[src/rtl/dpot_pkg.sv]
package dpot_pkg;

    localparam int BYTE_W = 8;
    localparam int NCH    = 2;
    localparam int ADDR_W = 7;
    localparam logic [BYTE_W-1:0] CODE_MID = 8'h80;

    // command byte field positions
    localparam int SEL_BIT = 7;
    localparam int MID_BIT = 6;
    localparam int SD_BIT  = 5;

    typedef enum logic [3:0] {
        ST_IDLE,
        ST_ADDR,
        ST_ADDR_ACK,
        ST_INSTR,
        ST_INSTR_ACK,
        ST_DATA,
        ST_DATA_ACK,
        ST_READ,
        ST_READ_ACK,
        ST_WAIT
    } dpot_st_e;

endpackage

[src/rtl/dpot_bus_sync.sv]
module dpot_bus_sync #(
    parameter int STAGES = 2
) (
    input  logic clk,
    input  logic rst,
    input  logic scl_i,
    input  logic sda_i,
    output logic scl_s,
    output logic sda_s,
    output logic scl_rise,
    output logic scl_fall,
    output logic start_det,
    output logic stop_det
);

    logic [STAGES-1:0] scl_pipe;
    logic [STAGES-1:0] sda_pipe;
    logic              scl_d;
    logic              sda_d;

    always_ff @(posedge clk) begin
        if (rst) begin
            scl_pipe <= '1;
            sda_pipe <= '1;
            scl_d    <= 1'b1;
            sda_d    <= 1'b1;
        end else begin
            scl_pipe <= {scl_pipe[STAGES-2:0], scl_i};
            sda_pipe <= {sda_pipe[STAGES-2:0], sda_i};
            scl_d    <= scl_pipe[STAGES-1];
            sda_d    <= sda_pipe[STAGES-1];
        end
    end

    assign scl_s     = scl_pipe[STAGES-1];
    assign sda_s     = sda_pipe[STAGES-1];
    assign scl_rise  = scl_s & ~scl_d;
    assign scl_fall  = ~scl_s & scl_d;
    // data edges while the clock stays high frame a transfer
    assign start_det = scl_s & scl_d & sda_d & ~sda_s;
    assign stop_det  = scl_s & scl_d & ~sda_d & sda_s;

endmodule

[src/rtl/dpot_i2c_fsm.sv]
module dpot_i2c_fsm
    import dpot_pkg::*;
(
    input  logic              clk,
    input  logic              rst,
    input  logic              scl_rise,
    input  logic              scl_fall,
    input  logic              start_det,
    input  logic              stop_det,
    input  logic              sda_s,
    input  logic [ADDR_W-1:0] dev_addr,
    input  logic [BYTE_W-1:0] rd_code,
    output logic              sda_oe,
    output dpot_st_e          state_o,
    output logic              instr_we,
    output logic              data_we,
    output logic [BYTE_W-1:0] rx_byte
);

    localparam int CNT_W = $clog2(BYTE_W + 1);

    dpot_st_e          state_q, state_d;
    logic [BYTE_W-1:0] shreg_q;
    logic [CNT_W-1:0]  cnt_q;
    logic              rw_q;
    logic              nack_q;
    logic              oe_q;
    logic              instr_we_q;
    logic              data_we_q;

    logic byte_full;
    logic last_out;
    logic addr_hit;

    assign byte_full = (cnt_q == CNT_W'(BYTE_W));
    assign last_out  = (cnt_q == CNT_W'(BYTE_W - 1));
    assign addr_hit  = (shreg_q[BYTE_W-1:1] == dev_addr);

    // state register
    always_ff @(posedge clk) begin
        if (rst) state_q <= ST_IDLE;
        else     state_q <= state_d;
    end

    // transitions
    always_comb begin
        state_d = state_q;
        if (stop_det) begin
            state_d = ST_IDLE;
        end else if (start_det) begin
            state_d = ST_ADDR;
        end else if (scl_fall) begin
            unique case (state_q)
                ST_ADDR:      if (byte_full) state_d = addr_hit ? ST_ADDR_ACK : ST_WAIT;
                ST_INSTR:     if (byte_full) state_d = ST_INSTR_ACK;
                ST_DATA:      if (byte_full) state_d = ST_DATA_ACK;
                ST_ADDR_ACK:  state_d = rw_q ? ST_READ : ST_INSTR;
                ST_INSTR_ACK: state_d = ST_DATA;
                ST_DATA_ACK:  state_d = ST_DATA;
                ST_READ:      if (last_out) state_d = ST_READ_ACK;
                ST_READ_ACK:  state_d = nack_q ? ST_WAIT : ST_READ;
                default:      state_d = state_q;
            endcase
        end
    end

    // shifter, counter, line drive and strobes
    always_ff @(posedge clk) begin
        if (rst) begin
            shreg_q    <= '0;
            cnt_q      <= '0;
            rw_q       <= 1'b0;
            nack_q     <= 1'b0;
            oe_q       <= 1'b0;
            instr_we_q <= 1'b0;
            data_we_q  <= 1'b0;
        end else begin
            instr_we_q <= 1'b0;
            data_we_q  <= 1'b0;
            if (stop_det || start_det) begin
                oe_q  <= 1'b0;
                cnt_q <= '0;
            end else begin
                unique case (state_q)
                    ST_ADDR, ST_INSTR, ST_DATA: begin
                        if (scl_rise && !byte_full) begin
                            shreg_q <= {shreg_q[BYTE_W-2:0], sda_s};
                            cnt_q   <= cnt_q + CNT_W'(1);
                        end else if (scl_fall && byte_full) begin
                            cnt_q <= '0;
                            if (state_q == ST_ADDR) begin
                                rw_q <= shreg_q[0];
                                oe_q <= addr_hit;
                            end else begin
                                oe_q       <= 1'b1;
                                instr_we_q <= (state_q == ST_INSTR);
                                data_we_q  <= (state_q == ST_DATA);
                            end
                        end
                    end
                    ST_ADDR_ACK, ST_INSTR_ACK, ST_DATA_ACK: begin
                        if (scl_fall) begin
                            cnt_q <= '0;
                            if (state_q == ST_ADDR_ACK && rw_q) begin
                                shreg_q <= rd_code;
                                oe_q    <= ~rd_code[BYTE_W-1];
                            end else begin
                                oe_q <= 1'b0;
                            end
                        end
                    end
                    ST_READ: begin
                        if (scl_fall) begin
                            if (last_out) begin
                                oe_q  <= 1'b0;
                                cnt_q <= '0;
                            end else begin
                                shreg_q <= {shreg_q[BYTE_W-2:0], 1'b0};
                                oe_q    <= ~shreg_q[BYTE_W-2];
                                cnt_q   <= cnt_q + CNT_W'(1);
                            end
                        end
                    end
                    ST_READ_ACK: begin
                        if (scl_rise) begin
                            nack_q <= sda_s;
                        end else if (scl_fall && !nack_q) begin
                            shreg_q <= rd_code;
                            oe_q    <= ~rd_code[BYTE_W-1];
                            cnt_q   <= '0;
                        end
                    end
                    default: ;
                endcase
            end
        end
    end

    assign sda_oe   = oe_q;
    assign state_o  = state_q;
    assign instr_we = instr_we_q;
    assign data_we  = data_we_q;
    assign rx_byte  = shreg_q;

endmodule

[src/rtl/dpot_wiper_regs.sv]
module dpot_wiper_regs
    import dpot_pkg::*;
(
    input  logic                  clk,
    input  logic                  rst,
    input  logic                  instr_we,
    input  logic                  data_we,
    input  logic [BYTE_W-1:0]     rx_byte,
    output logic [NCH*BYTE_W-1:0] codes_o,
    output logic [NCH-1:0]        shut_o,
    output logic [BYTE_W-1:0]     rd_code
);

    logic sel_q;
    logic mid_q;

    always_ff @(posedge clk) begin
        if (rst) begin
            sel_q <= 1'b0;
            mid_q <= 1'b0;
        end else if (instr_we) begin
            sel_q <= rx_byte[SEL_BIT];
            mid_q <= rx_byte[MID_BIT];
        end
    end

    for (genvar ch = 0; ch < NCH; ch++) begin : g_ch
        localparam logic CH_BIT = (ch != 0);
        logic [BYTE_W-1:0] code_r;
        logic              shut_r;
        logic              cmd_hit;
        logic              load_hit;

        assign cmd_hit  = instr_we && (rx_byte[SEL_BIT] == CH_BIT);
        assign load_hit = data_we && (sel_q == CH_BIT) && !mid_q;

        always_ff @(posedge clk) begin
            if (rst) begin
                code_r <= CODE_MID;
                shut_r <= 1'b0;
            end else if (cmd_hit) begin
                shut_r <= rx_byte[SD_BIT];
                if (rx_byte[MID_BIT]) code_r <= CODE_MID;
            end else if (load_hit) begin
                code_r <= rx_byte;
            end
        end

        assign codes_o[ch*BYTE_W +: BYTE_W] = code_r;
        assign shut_o[ch]                   = shut_r;
    end

    assign rd_code = sel_q ? codes_o[BYTE_W +: BYTE_W] : codes_o[0 +: BYTE_W];

endmodule

[src/rtl/dpot_i2c_slave.sv]
module dpot_i2c_slave
    import dpot_pkg::*;
#(
    parameter logic [4:0] ADDR_HI     = 5'b01011,
    parameter int         SYNC_STAGES = 2
) (
    input  logic                  clk,
    input  logic                  rst,
    input  logic                  scl_i,
    input  logic                  sda_i,
    output logic                  sda_oe,
    input  logic [1:0]            strap_i,
    input  logic                  shdn_n_i,
    output logic [NCH*BYTE_W-1:0] wiper_o,
    output logic [NCH-1:0]        shut_o
);

    logic              scl_s, sda_s, scl_rise, scl_fall, start_det, stop_det;
    logic [ADDR_W-1:0] dev_addr;
    logic [BYTE_W-1:0] rd_code;
    logic [BYTE_W-1:0] rx_byte;
    logic              instr_we, data_we;
    logic [NCH-1:0]    shut_flags;
    dpot_st_e          fsm_state;

    assign dev_addr = {ADDR_HI, strap_i};

    dpot_bus_sync #(.STAGES(SYNC_STAGES)) sync_i (
        .clk       (clk),
        .rst       (rst),
        .scl_i     (scl_i),
        .sda_i     (sda_i),
        .scl_s     (scl_s),
        .sda_s     (sda_s),
        .scl_rise  (scl_rise),
        .scl_fall  (scl_fall),
        .start_det (start_det),
        .stop_det  (stop_det)
    );

    dpot_i2c_fsm fsm_i (
        .clk       (clk),
        .rst       (rst),
        .scl_rise  (scl_rise),
        .scl_fall  (scl_fall),
        .start_det (start_det),
        .stop_det  (stop_det),
        .sda_s     (sda_s),
        .dev_addr  (dev_addr),
        .rd_code   (rd_code),
        .sda_oe    (sda_oe),
        .state_o   (fsm_state),
        .instr_we  (instr_we),
        .data_we   (data_we),
        .rx_byte   (rx_byte)
    );

    dpot_wiper_regs regs_i (
        .clk      (clk),
        .rst      (rst),
        .instr_we (instr_we),
        .data_we  (data_we),
        .rx_byte  (rx_byte),
        .codes_o  (wiper_o),
        .shut_o   (shut_flags),
        .rd_code  (rd_code)
    );

    // the pin overrides every stored flag without touching it
    assign shut_o = shut_flags | {NCH{~shdn_n_i}};

endmodule

[config.mk]
export PLATFORM = sky130hd
export DESIGN_NAME = dpot_i2c_slave
export DESIGN_NICKNAME = d
export VERILOG_FILES = /design/src/rtl/dpot_pkg.sv /design/src/rtl/dpot_bus_sync.sv /design/src/rtl/dpot_i2c_fsm.sv /design/src/rtl/dpot_wiper_regs.sv /design/src/rtl/dpot_i2c_slave.sv
export SDC_FILE = /design/constraint.sdc
export NUM_CORES = 1
export LEC_CHECK = 0
export BUFFER_PORTS_ARGS = -buffer_cell sky130_fd_sc_hd__buf_2
export CAP_MARGIN = 20
export CORE_ASPECT_RATIO = 1.1
export CORE_UTILIZATION = 55
export CTS_BUF_LIST = sky130_fd_sc_hd__clkbuf_4 sky130_fd_sc_hd__clkbuf_8
export DETAILED_ROUTE_END_ITERATION = 7
export PLACE_DENSITY = 0.75
export SYNTH_ARGS = -nofsm -noshare
export SYNTH_HDL_FRONTEND = slang
export SYNTH_SLANG_ARGS = --single-unit
[constraint.sdc]
create_clock -name clk -period 1.8 [get_ports clk]
set_clock_uncertainty 0.1 [all_clocks]
set_input_delay 0.18 -clock clk [delete_from_list [all_inputs] [get_ports clk]]
set_output_delay 0.18 -clock clk [all_outputs]
set_load 0.1 [all_outputs]
## After elaboration in Yosys (flattened, before gate mapping)

Index checks and enable logic that the tools add are counted.

| operators by class | value |
|---|---|
| bitwise operators | 21 |
| eq/ne operators | 31 |
| $add $sub $neg | 1 |
| reductions and logical operators | 36 |
| mux-type cells | 42 |

Operator list:

| operator | number |
|---|---|
| $mux 8 | 13 |
| $mux 4 | 13 |
| $pmux 8 s4 | 1 |
| $pmux 4 s7 | 1 |
| $eq 4x3->1 const B | 5 |
| $ne 2x1->1 const B | 10 |
| $reduce_and 6->1 | 3 |
| $pmux 4 s4 | 1 |
| $ne 3x1->1 const B | 5 |
| $not 1->1 | 13 |
| $mux 1 | 11 |
| $logic_and 1x1->1 | 10 |
| $ne 2x2->1 const B | 5 |
| $reduce_and 9->1 | 1 |
| $reduce_or 3->1 | 3 |
| $eq 4x2->1 const B | 2 |
| $eq 4x4->1 const B | 2 |
| $reduce_bool 8->1 | 1 |
| $and 1x1->1 | 7 |
| $eq 7x6->1 | 1 |
| $reduce_and 7->1 | 1 |
| $reduce_bool 7->1 | 1 |
| $reduce_bool 2->1 | 3 |
| $reduce_or 2->1 | 3 |
| other kinds (12) | 15 |

| storage, ports and cells | value |
|---|---|
| logic and storage cells | 150 |
| input bits | 7 |
| register bits after elaboration | 47 |

## Logic depth before layout (Yosys ltp)

| depth | value |
|---|---|
| depth in word-level cells | 6 |
| depth in mapped cells | 8 |
| depth with buffers taken out | 7 |

## Hierarchy

A second synthesis with hierarchy kept.

| second synthesis, totals | value |
|---|---|
| cells, all modules | 292 |
| area total of the unflattened synthesis | 2572.5 um2 |

By module, submodules not included:

| module | area each (um2) | times used | cells each |
|---|---|---|---|
| dpot_i2c_fsm | 1436.4 | 1 | 178 |
| dpot_wiper_regs | 925.9 | 1 | 94 |
| dpot_bus_sync | 190.2 | 1 | 16 |
| dpot_i2c_slave | 20.0 | 1 | 4 |

## Worst setup path after synthesis

No wires, ideal clock.

| path | value |
|---|---|
| kind | flip-flop to flip-flop |
| start | register regs_i.g_ch[1].code_r[7] |
| end | register fsm_i.oe_q, in the netlist fsm_i.sda_oe |
| path buffers | 0 |
| arrival | 1.870 ns |
| cell stages (with the launch flop) | 6 |
| data required time | 1.570 ns |
| path slack | -0.300 ns |
| cell sequence | dfxtp_1 mux2_2 nor3_1 or4_1 o211ai_1 a221oi_1 |

| on the way | value |
|---|---|
| longest elaborated chain between the ends | 5 |
| elaborated cells on any way between the ends | 7 |
| classes of those cells | 6 x mux; 1 x bitwise |

RTL lines:

| element | RTL line | text |
|---|---|---|
| from (decl) | dpot_wiper_regs.sv:29 | `logic [BYTE_W-1:0] code_r;` |
| from (signal assigned) | dpot_wiper_regs.sv:45 | `code_r <= rx_byte;` |
| $mux 8 * | dpot_wiper_regs.sv:53 | `assign rd_code = sel_q ? codes_o[BYTE_W +: BYTE_W] : codes_o[0 +: BYTE_W];` |
| $not 1->1 * | dpot_i2c_fsm.sv:106, dpot_i2c_fsm.sv:129 |  |
| $mux 1 (on tied branches) | dpot_i2c_fsm.sv:127, dpot_i2c_fsm.sv:104 |  |
| $mux 1 (on tied branches) | dpot_i2c_fsm.sv:125, dpot_i2c_fsm.sv:102 |  |
| $pmux 1 s4 * | dpot_i2c_fsm.sv:84 | `unique case (state_q)` |
| to (signal assigned) | dpot_i2c_fsm.sv:93 | `oe_q <= addr_hit;` |
| to (signal assigned) | dpot_i2c_fsm.sv:106 | `oe_q <= ~rd_code[BYTE_W-1];` |
| to (signal assigned) | dpot_i2c_fsm.sv:129 | `oe_q <= ~rd_code[BYTE_W-1];` |
| to (decl) | dpot_i2c_fsm.sv:27 | `logic oe_q;` |

Mark *: on every way between the ends. The rest lies on a longest branch, timed or not. The select of a mux whose other input is x is not followed.
A chain may end at the register's enable or synchronous reset.

## Worst setup path after layout

| path | value |
|---|---|
| start | register fsm_i.cnt_q[0] |
| end | register fsm_i.state_q[3], in the netlist fsm_i.state_o[3] |

| on the way | value |
|---|---|
| longest elaborated chain between the ends | 3 |
| elaborated cells on any way between the ends | 7 |
| classes of those cells | 6 x eq/ne; 1 x reduce/logical |

RTL lines:

| element | RTL line | text |
|---|---|---|
| from (decl) | dpot_i2c_fsm.sv:24 | `logic [CNT_W-1:0] cnt_q;` |
| from (signal assigned) | dpot_i2c_fsm.sv:88 | `cnt_q <= cnt_q + CNT_W'(1);` |
| from (signal assigned) | dpot_i2c_fsm.sv:120 | `cnt_q <= cnt_q + CNT_W'(1);` |
| $eq 4x4->1 / $eq 4x3->1 (equally long branches) | dpot_i2c_fsm.sv:35, dpot_i2c_fsm.sv:36 |  |
| $ne 2x1->1 (no source line) | -- |  |
| $reduce_and 6->1 (no source line) * | -- |  |
| to (signal assigned) | dpot_i2c_fsm.sv:42 | `else state_q <= state_d;` |
| to (decl) | dpot_i2c_fsm.sv:22 | `dpot_st_e state_q, state_d;` |

Mark *: on every way between the ends. The rest lies on a longest branch, timed or not.

==> flow_summary_export.csv <==
group,metric,value,unit
yosys,syn_nets,296,
drt,post-route-drc-count,0,
global_routing,grt_pass1_wl,10500,um
power,p_per_area,583,mW/mm2
yosys,syn_avg_cell_area,8.71,um2
clock_tree,htree_num_levels,2,
yosys,yosysSeqAreaShare,37.6,%
worst_setup_path,crit_path_max_fanout,6,
worst_setup_path,critPathBufInv,2,
sta,fmax,0.537,GHz
yosys,async_flop_share,0,%
sta,rsz0062_at_grt,"yes",
worst_setup_path,crit_family,"compound AO/OA/AOI/OAI gates",
outcome,status,"complete, but fails checks",
place,dp_slack,-0.0927,ns
job,maxCapViolCount,0,
yosys,synthCells,287,
layout,fin_cells,401,
global_routing,grt_pass1_vias,2276,
layout,multiInputGateArea,0.00162,mm2
yosys,yosys.area.top_type_share,37.6,%
yosys,synth_compound_area_share,22.4,%
place,gp_congestion,0.943,
yosys,yosysWarningCount,0,
yosys,synth.area.mux_share,8.26,%
worst_setup_path,arrival,1.97,ns
floorplanning,rows,25,
drt,drtIter0Drc,183,
clock_tree,root_buffer,"clkbuf_8",
place,dp_cells,384,
worst_setup_path,slowest_delay,0.39,ns
sta,final-hold-violation-count,0,
clock_tree,cts.sinks,47,
floorplanning,ioPinCount,26,
drt,vias,2499,
layout,mostFrequentLayoutCells,"dfxtp_1, buf_4, buf_2, nor2_1, a21oi_1",
worst_hold_path,holdCritPathClass,"reg2reg",
global_routing,grt_usage,28.5,%
clock_tree,cts.path.max_buffers,2,
drt,dr.pass1.iters,4,
yosys,synthSimpleGateAreaFrac,23.9,%
sta,layout_min_cycle_time,1.86,ns
yosys,synthXorXnorAreaFrac,1.05,%
worst_setup_path,path_class,"reg2reg",
sta,tightest_slew,0.490,ns
yosys,synth_edf_count,0,
layout,final_common_cell,"dfxtp_1",
layout,layout.area.seq,957,um2
worst_setup_path,crit_path_end_kind,"flop",
drt,final_antenna_net_count,0,
floorplanning,die_area,0.00482,mm2
yosys,synth.cell_area,0.00250,mm2
clock_tree,cts_tree,"yes",
floorplanning,die_w,66.3,um
sta,fin_tns_setup,-0.194,ns
power,power,1.92,mW
global_routing,antenna_found_initial,0,
power,p_leak,1.24,nW
sta,period_share,103,%
yosys,yosysTopAreaCell,"dfxtp_1",
worst_setup_path,cp_data_required_time,1.91,ns
worst_setup_path,crit_chain,"inv_4 -> ha_4 -> nand3b_1 -> nor2_2 -> o31a_1 -> buf_4 -> o211a_1",
sta,fin_ws,-0.0623,ns
yosys,synth.distinct_cells,55,
layout,antenna_cells,0,
drt,post_drt_wl_per_cell,17.6,um
global_routing,grt_max_degree,32,
worst_setup_path,worst_setup_path_start_kind,"flop",
sta,final-setup-viol-count,9,
place,io_buffers,25,
clock_tree,cts.clk_slew.worst_paths,0.09,ns
clock_tree,worstSkewPairLatency,0.31,ns
clock_tree,cts_made_buffers,5,
yosys,synth_top_family_by_area,"simple AND/OR/NAND/NOR gates",
outcome,violations,"negative setup slack",
yosys,synth_area_leaders,"dfxtp_1, a22oi_1, a21oi_1",
yosys,ys.flop_type,"dfxtp_1",
sta,finalMaxSlewViolations,0,
drt,wl,7040,um
layout,drive_gt1_share,38.9,%
layout,final_nets,355,
worst_setup_path,crit_slowest_cell,"o31a_1",
global_routing,gr-total-overflow,0,
floorplanning,fp.dieH,72.7,um
place,dp_hpwl,4740,um
floorplanning,initial_core_util,57.9,%
drt,vias_per_cell,6.23,
layout,area_growth,32.0,%
sta,relSlewSlack,67.6,%
power,vdd_ir_drop_max,0.000603,V
floorplanning,core,0.00432,mm2
layout,fillerInstances,325,
yosys,synth_fa_ha_area_share,1.00,%
yosys,synth_seq_cells,47,
## timing repair
item                                    CTS  global route
endpoints found under the setup margin   14            24
buffers inserted                          3             3
pin swaps                                 1            13
hold endpoints to repair                  3             0
gates resized for setup                   9            44
hold buffers                              3             0
## layout make-up
cell class	instances	area share, %
well taps	54	2.05
repair buffers	71	16.0
inverters	10	1.21
flip-flops and latches	47	29.0
clock inverters	3	0.569
multi-input cells	211	49.1
clock buffers	5	2.09
## per-layer routing
metal  vias to the layer above  global-route usage [%]  part of all wire [%]
li1                       1191                       -                     -
met1                      1222                    38.1                    44
met2                        75                    46.0                    50
met3                        11                    5.31                   4.2
met4                         0                    9.93                   1.5
met5                         -                       0                     0
## state kept, by name, indices dropped and copies added (netlist names)
name                flops
regs_i.g_ch.code_r     16
fsm_i.rx_byte           8
fsm_i.cnt_q             4
fsm_i.state_o           4
regs_i.g_ch.shut_r      2
sync_i.scl_pipe         2
sync_i.sda_pipe         2
fsm_i.data_we           1
fsm_i.instr_we          1
fsm_i.nack_q            1
fsm_i.rw_q              1
fsm_i.sda_oe            1
regs_i.mid_q            1
regs_i.sel_q            1
sync_i.scl_d            1
sync_i.sda_d            1
## Yosys cell counts, types with 4 or more instances
library cell / instances
dfxtp_1: 47
nor2_1: 23
a21oi_1: 20
a22oi_1: 14
nand2_1: 13
nand4_1: 13
nand3_1: 12
clkbuf_1: 10
inv_1: 10
o31ai_1: 10
nor3_1: 9
o21ai_0: 9
mux2_2: 7
mux2_1: 6
mux2i_1: 6
or2_2: 6
buf_2: 5
nand2b_1: 5
buf_6: 4
## path summary, 6_finish.rpt
kind         slack [ns]               start                 end  cells past startpoint
max               -0.06      fsm_i.cnt_q[0]    fsm_i.state_o[3]                      7
min                0.32  sync_i.scl_pipe[0]  sync_i.scl_pipe[1]                      1
max reg2reg       -0.06      fsm_i.cnt_q[0]    fsm_i.state_o[3]                      7
min reg2reg        0.32  sync_i.scl_pipe[0]  sync_i.scl_pipe[1]                      1
## metrics by stage
stage / utilization [%] / instance area, um2 / hold slack [ns]
6_report: 76.4 / 3300 / 0.320
5_1_grt: 76.4 / 3300 / 0.339
4_1_cts: 71.2 / 3070 / 0.324
3_5_place_dp: 66.9 / 2890 / 0.267
3_3_place_gp: 66.9 / 2890 / 0.265
2_1_floorplan: - / 2510 / 0.184
## logic make-up after synthesis
kind of cell	count (synthesis)
flip-flops	47
multiplexers	19
XOR/XNOR	3
adder cells (fa/ha/maj)	2
AO/OA/AOI/OAI	81
AND/OR/NAND/NOR	106
buffers and inverters	29
## power breakdown
part	internal [mW]	total [mW]	leakage [nW]	switching, mW
combinational	0.0853	0.219	0.807	0.133
sequential	1.04	1.05	0.382	0.00806
clock	0.274	0.652	0.0483	0.379
Power figures use the tool's default switching activity.
